## src/rtl/srf_pkg.sv

```systemverilog
package srf_pkg;

   typedef enum logic [2:0] {
      ST_IDLE,
      ST_PRE_BURST,
      ST_ENTRY_SETUP,
      ST_HOLD,
      ST_ASLEEP,
      ST_EXIT_PRE,
      ST_POST_REF
   } srf_state_e;

   typedef enum logic [1:0] {
      CB_IDLE,
      CB_SETUP,
      CB_ACT,
      CB_PRE
   } cbr_phase_e;

   function automatic int max3(input int a, input int b, input int c);
      int m;
      m = (a > b) ? a : b;
      return (m > c) ? m : c;
   endfunction

endpackage

```

## src/rtl/srf_cbr_engine.sv

```systemverilog
module srf_cbr_engine
   import srf_pkg::*;
#(
   parameter int CSR_CYC = 1,
   parameter int RAS_CYC = 3,
   parameter int RP_CYC  = 2
) (
   input  logic clk,
   input  logic rst_n,
   input  logic start,
   output logic ras_n,
   output logic cas_n,
   output logic done
);
   localparam int CW = $clog2(max3(CSR_CYC, RAS_CYC, RP_CYC) + 1);

   cbr_phase_e    phase;
   logic [CW-1:0] cnt;

   always_ff @(posedge clk or negedge rst_n) begin
      if (!rst_n) begin
         phase <= CB_IDLE;
         cnt   <= '0;
         done  <= 1'b0;
      end else begin
         done <= 1'b0;
         case (phase)
            CB_IDLE: begin
               if (start) begin
                  phase <= CB_SETUP;
                  cnt   <= CW'(CSR_CYC - 1);
               end
            end
            CB_SETUP: begin
               if (cnt == '0) begin
                  phase <= CB_ACT;
                  cnt   <= CW'(RAS_CYC - 1);
               end else begin
                  cnt <= cnt - 1'b1;
               end
            end
            CB_ACT: begin
               if (cnt == '0) begin
                  phase <= CB_PRE;
                  cnt   <= CW'(RP_CYC - 1);
               end else begin
                  cnt <= cnt - 1'b1;
               end
            end
            CB_PRE: begin
               if (cnt == '0) begin
                  phase <= CB_IDLE;
                  done  <= 1'b1;
               end else begin
                  cnt <= cnt - 1'b1;
               end
            end
            default: phase <= CB_IDLE;
         endcase
      end
   end

   assign ras_n = (phase != CB_ACT);
   assign cas_n = !((phase == CB_SETUP) || (phase == CB_ACT));

endmodule

```

## src/rtl/srf_burst_ctr.sv

```systemverilog
module srf_burst_ctr #(
   parameter int LEN = 4096
) (
   input  logic clk,
   input  logic rst_n,
   input  logic load,
   input  logic single,
   input  logic dec,
   output logic last
);
   generate
      if (LEN == 1) begin : g_one
         logic unused_in;
         assign unused_in = ^{clk, rst_n, load, single, dec};
         assign last      = 1'b1;
      end else begin : g_multi
         localparam int BW = $clog2(LEN + 1);
         logic [BW-1:0] rem;
         always_ff @(posedge clk or negedge rst_n) begin
            if (!rst_n)       rem <= BW'(1);
            else if (load)    rem <= single ? BW'(1) : BW'(LEN);
            else if (dec)     rem <= rem - 1'b1;
         end
         assign last = (rem == BW'(1));
      end
   endgenerate

endmodule

```

## src/rtl/srf_seq.sv

```systemverilog
module srf_seq
   import srf_pkg::*;
#(
   parameter int CSR_CYC   = 1,
   parameter int RAS_CYC   = 3,
   parameter int RP_CYC    = 2,
   parameter int RASS_CYC  = 5000,
   parameter int RPS_CYC   = 6,
   parameter int BURST_LEN = 4096
) (
   input  logic clk,
   input  logic rst_n,
   input  logic sleep_req,
   input  logic wake_req,
   input  logic policy,
   output logic ras_n,
   output logic cas_n,
   output logic we_n,
   output logic oe_n,
   output logic busy,
   output logic asleep
);
   localparam int TW = $clog2(max3(CSR_CYC, RASS_CYC, RPS_CYC) + 1);

   generate
      if (CSR_CYC < 1 || RAS_CYC < 1 || RP_CYC < 1 || RPS_CYC < 1) begin : g_bad_timing
         $error("srf_seq: every timing count must be at least one cycle");
      end
      if (RASS_CYC <= RAS_CYC) begin : g_bad_hold
         $error("srf_seq: RASS_CYC must exceed RAS_CYC");
      end
      if (BURST_LEN < 1) begin : g_bad_burst
         $error("srf_seq: BURST_LEN must be at least one");
      end
   endgenerate

   srf_state_e    state;
   logic [TW-1:0] tmr;
   logic          pol_q;
   logic          wake_pend;

   logic eng_start, eng_ras_n, eng_cas_n, eng_done;
   logic burst_load, burst_single, burst_dec, burst_last;

   // Engine launches: first burst cycle, next burst cycle, and post-exit refresh.
   always_comb begin
      eng_start    = 1'b0;
      burst_load   = 1'b0;
      burst_single = 1'b0;
      burst_dec    = 1'b0;
      case (state)
         ST_IDLE: begin
            if (sleep_req && policy) begin
               eng_start  = 1'b1;
               burst_load = 1'b1;
            end
         end
         ST_PRE_BURST, ST_POST_REF: begin
            if (eng_done && !burst_last) begin
               eng_start = 1'b1;
               burst_dec = 1'b1;
            end
         end
         ST_EXIT_PRE: begin
            if (tmr == '0) begin
               eng_start    = 1'b1;
               burst_load   = 1'b1;
               burst_single = !pol_q;
            end
         end
         default: ;
      endcase
   end

   srf_cbr_engine #(
      .CSR_CYC(CSR_CYC),
      .RAS_CYC(RAS_CYC),
      .RP_CYC (RP_CYC)
   ) u_engine (
      .clk  (clk),
      .rst_n(rst_n),
      .start(eng_start),
      .ras_n(eng_ras_n),
      .cas_n(eng_cas_n),
      .done (eng_done)
   );

   srf_burst_ctr #(
      .LEN(BURST_LEN)
   ) u_burst (
      .clk   (clk),
      .rst_n (rst_n),
      .load  (burst_load),
      .single(burst_single),
      .dec   (burst_dec),
      .last  (burst_last)
   );

   always_ff @(posedge clk or negedge rst_n) begin
      if (!rst_n) begin
         state     <= ST_IDLE;
         tmr       <= '0;
         pol_q     <= 1'b0;
         wake_pend <= 1'b0;
      end else begin
         case (state)
            ST_IDLE: begin
               wake_pend <= 1'b0;
               if (sleep_req) begin
                  pol_q <= policy;
                  if (policy) begin
                     state <= ST_PRE_BURST;
                  end else begin
                     state <= ST_ENTRY_SETUP;
                     tmr   <= TW'(CSR_CYC - 1);
                  end
               end
            end
            ST_PRE_BURST: begin
               if (wake_req) wake_pend <= 1'b1;
               if (eng_done && burst_last) begin
                  state <= ST_ENTRY_SETUP;
                  tmr   <= TW'(CSR_CYC - 1);
               end
            end
            ST_ENTRY_SETUP: begin
               if (wake_req) wake_pend <= 1'b1;
               if (tmr == '0) begin
                  state <= ST_HOLD;
                  tmr   <= TW'(RASS_CYC - 1);
               end else begin
                  tmr <= tmr - 1'b1;
               end
            end
            ST_HOLD: begin
               if (wake_req) wake_pend <= 1'b1;
               if (tmr == '0) state <= ST_ASLEEP;
               else           tmr   <= tmr - 1'b1;
            end
            ST_ASLEEP: begin
               if (wake_req || wake_pend) begin
                  state     <= ST_EXIT_PRE;
                  tmr       <= TW'(RPS_CYC - 1);
                  wake_pend <= 1'b0;
               end
            end
            ST_EXIT_PRE: begin
               if (tmr == '0) state <= ST_POST_REF;
               else           tmr   <= tmr - 1'b1;
            end
            ST_POST_REF: begin
               if (eng_done && burst_last) state <= ST_IDLE;
            end
            default: state <= ST_IDLE;
         endcase
      end
   end

   always_comb begin
      case (state)
         ST_PRE_BURST, ST_POST_REF: begin
            ras_n = eng_ras_n;
            cas_n = eng_cas_n;
         end
         ST_ENTRY_SETUP: begin
            ras_n = 1'b1;
            cas_n = 1'b0;
         end
         ST_HOLD, ST_ASLEEP: begin
            ras_n = 1'b0;
            cas_n = 1'b0;
         end
         default: begin
            ras_n = 1'b1;
            cas_n = 1'b1;
         end
      endcase
   end

   assign we_n   = 1'b1;
   assign oe_n   = 1'b1;
   assign asleep = (state == ST_ASLEEP) || (state == ST_EXIT_PRE) || (state == ST_POST_REF);
   assign busy   = (state != ST_IDLE) && (state != ST_ASLEEP);

endmodule

```

## config.mk

```make
export PLATFORM = sky130hd
export DESIGN_NAME = srf_seq
export DESIGN_NICKNAME = d
export VERILOG_FILES = /design/src/rtl/srf_pkg.sv /design/src/rtl/srf_cbr_engine.sv /design/src/rtl/srf_burst_ctr.sv /design/src/rtl/srf_seq.sv
export SDC_FILE = /design/constraint.sdc
export NUM_CORES = 1
export LEC_CHECK = 0
export BUFFER_PORTS_ARGS = -buffer_cell sky130_fd_sc_hd__buf_2
export CAP_MARGIN = 20
export CORE_MARGIN = 2
export CORE_UTILIZATION = 35
export CTS_BUF_LIST = sky130_fd_sc_hd__clkbuf_16
export CTS_CLUSTER_DIAMETER = 60
export CTS_CLUSTER_SIZE = 8
export DETAILED_ROUTE_END_ITERATION = 16
export PLACE_DENSITY = 0.53
export SYNTH_ARGS = -nofsm -noshare
export SYNTH_HDL_FRONTEND = slang
export SYNTH_SLANG_ARGS = --single-unit
```

## constraint.sdc

```tcl
create_clock -name clk -period 3 [get_ports clk]
set_clock_uncertainty 0.05 [all_clocks]
set_input_delay 0.6 -clock clk [delete_from_list [all_inputs] [get_ports clk]]
set_output_delay 0.6 -clock clk [all_outputs]
set_load 0.01 [all_outputs]
```

==> metrics.cfg, run 1 <==
[run_status]
outcome = finished, final reports clean

[routing]
firstDrtPassIters = 4
drt-wirelength-per-cell_um = 14.7
drc = 0
vias = 2076
totalWireLength_um = 5740
vias_per_cell = 5.32
antenna_left = 0
drt_iter0_drc = 122

[timing]
finalCritPeriodShare_pct = 90.0
holdWs_ps = 354
rsz0062_at_grt = false
slew_violations = 0
tightest_slew_ps = 825
relSlewSlack_pct = 45.0
setup_tns_ps = 0
fin_crit_ps = 2700
final-hold-violation-count = 0
fmax_mhz = 370
fin_ws_ps = 299
finalSetupViolations = 0

[worst_setup_path]
crit_required_ps = 3110
startpoint_type = flop
endpoint_kind = flop
path_max_fanout = 4
crit_arrival_ps = 2810
r2r_setup_slack_ps = 300
critical_path_class = reg -> reg

[clocking]
numCtsBuffers = 5
hold_buffers = 0
clk_latency_ps = 280
ctsResizeCount = 0
h-tree-depth = 2
path_clk_slew_ps = 60
clock-sinks = 36
cts-root-buf = clkbuf_16
clock_path_buffers = 2
cts_tree = yes
cts_setup_buffers = 0

[logic_synthesis]
yosys.area_share.simple_pct = 25.1
synth_top_family_by_area = simple AND/OR/NAND/NOR gates
netlist_area_sq_um = 2450
yosys_warnings = 0
synth_edf_count = 0
netlist_instances = 281
synth-seq-area-share_pct = 36.8
synth-xor-area-share_pct = 3.57
synth_ff_type = dfrtp_1
synth-adder-area-share_pct = 6.13
synthArstFlopShare_pct = 100
ys_seq_elements = 36
muxShareOfSynthArea_pct = 3.47
synth_cell_types = 60
synth_compound_area_share_pct = 19.7
synth_area_per_cell_sq_um = 8.72

[power]
p_leak_nw = 1.12
power_density_nw_per_um2 = 366
vdd_drop_max_mv = 0.172

[placed_design]
dpl_worst_slack_ps = 301
dp.cells = 382
place_congestion = 0.782
io_buffers = 8
dpl.hpwl_um = 4040

[floorplan]
dieArea_sq_um = 7690
start_util_pct = 36.1
ioPinCount = 11
die_h_um = 87.7
core-area_sq_um = 6790
die_width_um = 87.7
num_rows = 30

[finish]
drive_above_1_share_pct = 14.3
layout_commonest_cell = dfrtp_1
final_cell_count_no_fill = 390
num_antenna_cells = 0
final_cell_mix = dfrtp_1, nor2_1, nand2_1
fin_nets = 310
final_util_pct = 41.0
syn_to_final_growth_pct = 13.5

[global_routing]
grt_pass1_vias = 2082
grt_max_degree = 37
grt_first_pass_wirelength_um = 10200
track_usage_pct = 16.6
antenna_found_initial = 0
grt-ovfl-total = 0

[worst_hold_path]
hp-class = in -> async

[run]
cap_viol_max_count = 0

## area by class of cell
cell class                 instances  area [sq um]
clock inverter                     3          18.8
sequential                        36           902
inverter                          14          52.6
clock buffer                       5           125
tap                               96           120
multi-input combinational        216          1430
timing repair buffer              20           130
fill                             691          4010
## power breakdown
group / switching (W) / total [W] / internal, W / leakage (nW)
clock network: 0.000212 / 0.000516 / 0.000305 / 0.0635
registers: 0.0000000000000000000541 / 0.000486 / 0.000486 / 0.428
logic: 0.0000134 / 0.0000165 / 0.00000308 / 0.632
total: 0.000225 / 0.00102 / 0.000793 / 1.12
## final timing paths
path | from | end | cells after the start
worst max-delay path | tmr[0]$_DFFE_PN0P_ | u_engine.cnt[1]$_DFFE_PN0P_ | 7
worst min-delay path | rst_n | tmr[10]$_DFFE_PN0P_ | 1
worst max register to register | tmr[0]$_DFFE_PN0P_ | u_engine.cnt[1]$_DFFE_PN0P_ | 7
worst min register to register | pol_q$_DFFE_PN0P_ | pol_q$_DFFE_PN0P_ | 2
max in group asynchronous | rst_n | u_engine.cnt[1]$_DFFE_PN0P_ | 1
min in group clk | pol_q$_DFFE_PN0P_ | pol_q$_DFFE_PN0P_ | 2
## worst max-delay path, cell delays in order, from the launching register on
cell and delay [ps]:
dfrtp_1 400, inv_1 120, ha_1 150, nor4b_1 410, or4b_1 520, o31a_1 370
a31oi_4 210, mux2_1 340
## registers in the layout, summed over array words and instances (netlist names)
| signal | flops |
|---|---|
| pol_q | 1 |
| state | 3 |
| tmr | 13 |
| u_burst.g_multi.rem | 13 |
| u_engine.cnt | 2 |
| u_engine.done | 1 |
| u_engine.phase | 2 |
| wake_pend | 1 |
## layer usage
metal / vias to the layer above / global-route usage, % / part of all wire (%)
met5: - / 0 / 0
met4: 0 / 4.48 / 1.1
met3: 7 / 3.20 / 3.8
met1: 991 / 23.4 / 49
met2: 38 / 26.0 / 46
li1: 1040 / - / -
## through the flow
stage	total power (W)	instance area, sq um
floorplan	0.000500	2450
global placement	0.000512	2640
detailed placement	0.000512	2640
CTS	0.00104	2780
global route	0.00106	2780
finish	0.00102	2780
## cells by family after synthesis
logic type | after synthesis
simple gates | 115
xor+xnor | 10
other cells | 1
compound gates | 69
flops | 36
mux | 8
fa+ha+maj | 12
buf+inv | 30
## Yosys cell counts (all sizes together), types with 2 or more instances
cell     n  area [sq um]
nor2b    3          18.8
o31ai    6          50.1
xor2     2          17.5
buf      7          38.8
a31oi    8          71.3
xnor2    8          70.1
nor4    11          81.3
o21ai   12          60.1
or4      4          30.0
and2     2          12.5
clkbuf   9          33.8
nand2b   2          12.5
nor3    15          75.1
nand2   20          75.1
or3b     2          17.5
dfrtp   35           876
nor3b    2          15.0
or2      3          18.8
a22o     3          26.3
a21oi   19          95.1
mux2i    4          40.0
mux2     4          45.0
ha      12           150
or3      6          37.5
nor2    32           120
o22a     4          35.0
nor4b    4          35.0
nand3    3          15.0
o22ai    4          31.3
inv     14          52.6
(Power assumes the default switching activity.)
==> run 2, diff against run 1 <==
--- a/config.mk
+++ b/config.mk
@@ -5,11 +5,11 @@
 export SDC_FILE = /design/constraint.sdc
 export NUM_CORES = 1
 export LEC_CHECK = 0
+export ABC_AREA = 1
 export BUFFER_PORTS_ARGS = -buffer_cell sky130_fd_sc_hd__buf_2
 export CAP_MARGIN = 20
 export CORE_MARGIN = 2
 export CORE_UTILIZATION = 35
-export CTS_BUF_LIST = sky130_fd_sc_hd__clkbuf_16
 export CTS_CLUSTER_DIAMETER = 60
 export CTS_CLUSTER_SIZE = 8
 export DETAILED_ROUTE_END_ITERATION = 16
==> run 2 against run 1 <==
  * First-iteration DRC count shrank 34%
  * Final cell count increased by 26%
  * Critical path depth down 2
  * Non-clock buffer count fell by 12
  * Total power grew to 3.2 times the previous value
  * Die area rose by 6.2%
  * Count of clock-buffer cells in the layout is the same
  * Clock power decreased by 31%
  * Synthesized cell count rose by 35%
  * Utilization fell by 1.9 points
  * Wire length up 1.7%
==> metrics.cfg, run 2 <==
[timing]
slew_violations = 0
relSlewSlack_pct = 42.7
fmax_mhz = 434
rsz0062_at_grt = false
fin_ws_ps = 695
finalSetupViolations = 0
tightest_slew_ps = 859
final-hold-violation-count = 0
setup_tns_ps = 0
finalCritPeriodShare_pct = 76.8
fin_crit_ps = 2310

[clocking]
numCtsBuffers = 5
cts_tree = yes
ctsResizeCount = 0
clock_path_buffers = 2
clock-sinks = 36
hold_buffers = 0
path_clk_slew_ps = 90
clk_latency_ps = 300
h-tree-depth = 2
cts-root-buf = clkbuf_8
cts_setup_buffers = 0

[logic_synthesis]
yosys_warnings = 0
synth_cell_types = 32
netlist_instances = 380
ys_seq_elements = 36
synth_area_per_cell_sq_um = 6.87
synth-seq-area-share_pct = 34.5
ys_top_cells_by_count = nand2_1, nor2_1, inv_1, dfrtp_1, nand3_1
synth_ff_type = dfrtp_1
netlist_area_sq_um = 2610
synth_top_area_share_pct = 33.5
synth.most_common_cell = nand2_1
synthArstFlopShare_pct = 100
synth.area.top_cells = dfrtp_1, nand2_1, nor2_1
synth_area_leader_cell = dfrtp_1
synth_edf_count = 0

[power]
power_density_nw_per_um2 = 1160
p_leak_nw = 1.48
power_w = 0.00327
vdd_drop_max_mv = 0.495

[worst_hold_path]
hp-class = in -> async

[placed_design]
dpl.hpwl_um = 4330
io_buffers = 8
dpl_worst_slack_ps = 993
place_congestion = 0.830

[routing]
vias = 2366
vias_per_cell = 4.81
antenna_left = 0
totalWireLength_um = 5830
drt-wirelength-per-cell_um = 11.9
firstDrtPassIters = 4
drt_iter0_drc = 81
drc = 0

[global_routing]
grt_pass1_vias = 2205
antenna_found_initial = 0
track_usage_pct = 15.0
grt_first_pass_wirelength_um = 10100
grt-ovfl-total = 0
grt_max_degree = 37

[worst_setup_path]
critical_path_class = reg -> out
r2r-start = u_burst.g_multi.rem[0]$_DFFE_PN1P_
r2r_setup_slack_ps = 1060
crit_required_ps = 2350
endpoint_kind = output port
crit_arrival_ps = 1660
startpoint = state[2]$_DFFE_PN0P_
startpoint_type = flop
path_max_fanout = 10

[finish]
syn_to_final_growth_pct = 8.48
drive_above_1_share_pct = 11.2
final_cell_mix = nand2_1, nor2_1, inv_1
layout_commonest_cell = nand2_1
fin_nets = 409
num_antenna_cells = 0
final_util_pct = 39.1
reg_top3 = tmr (13), u_burst.g_multi.rem (13), state (3)

[floorplan]
ioPinCount = 11
die_width_um = 90.4
core-area_sq_um = 7250
start_util_pct = 36.0
die_h_um = 90.4
num_rows = 31
dieArea_sq_um = 8170

[run_status]
outcome = finished, final reports clean

[run]
cap_viol_max_count = 0

## run 2: cell families after synthesis
kind of cell    count (synthesis)  share of synthesized area (%)
xor+xnor                        8                           2.68
compound gates                 42                           8.91
simple gates                  228                           39.6
buf+inv                        53                           8.34
other cells                     1                          0.144
fa+ha+maj                      12                           5.75
flops                          36                           34.5
## run 2: final timing paths
kind / endpoint / depth (start not counted)
max reg2reg: u_engine.cnt[1]$_DFFE_PN0P_ / 9
min reg2reg: tmr[0]$_DFFE_PN0P_ / 2
min in group clk: tmr[0]$_DFFE_PN0P_ / 2
max in group asynchronous: u_engine.cnt[1]$_DFFE_PN0P_ / 1
min: u_burst.g_multi.rem[12]$_DFFE_PN0P_ / 1
max: cas_n / 5
## run 2: metal layers
layer	part of all wire, %	track usage [%]	vias up
met3	3.1	2.59	5
li1	-	-	1223
met1	51	20.7	1097
met5	0	0	-
met2	45	24.2	41
met4	1.1	3.72	0
## run 2: per-stage QoR
stage	hold WS [ps]	instances	cell area, sq um
3_5_place_dp	415	484	2750
3_3_place_gp	413	484	2750
4_1_cts	411	492	2830
6_report	364	492	2830
5_1_grt	453	492	2830
2_1_floorplan	254	381	2620
## run 2: critical path: stages (launching register included)
cell and delay, ps:
dfrtp_1 410, inv_2 160, nand2_1 140, nor2_2 340, o22ai_1 160, buf_2 160
## run 2: layout make-up
cell class,count,area [sq um]
Clock buffer,5,68.8
Clock inverter,3,18.8
Fill cell,816,4420
Inverter,49,184
Multi-Input combinational cell,292,1500
Sequential cell,36,902
Tap cell,99,124
Timing Repair Buffer,8,40.0
## run 2: report_power, final
group	internal (W)	switching, W
Combinational	0.000717	0.00134
Sequential	0.000675	0.000184
Clock	0.000162	0.000194
Total	0.00155	0.00172
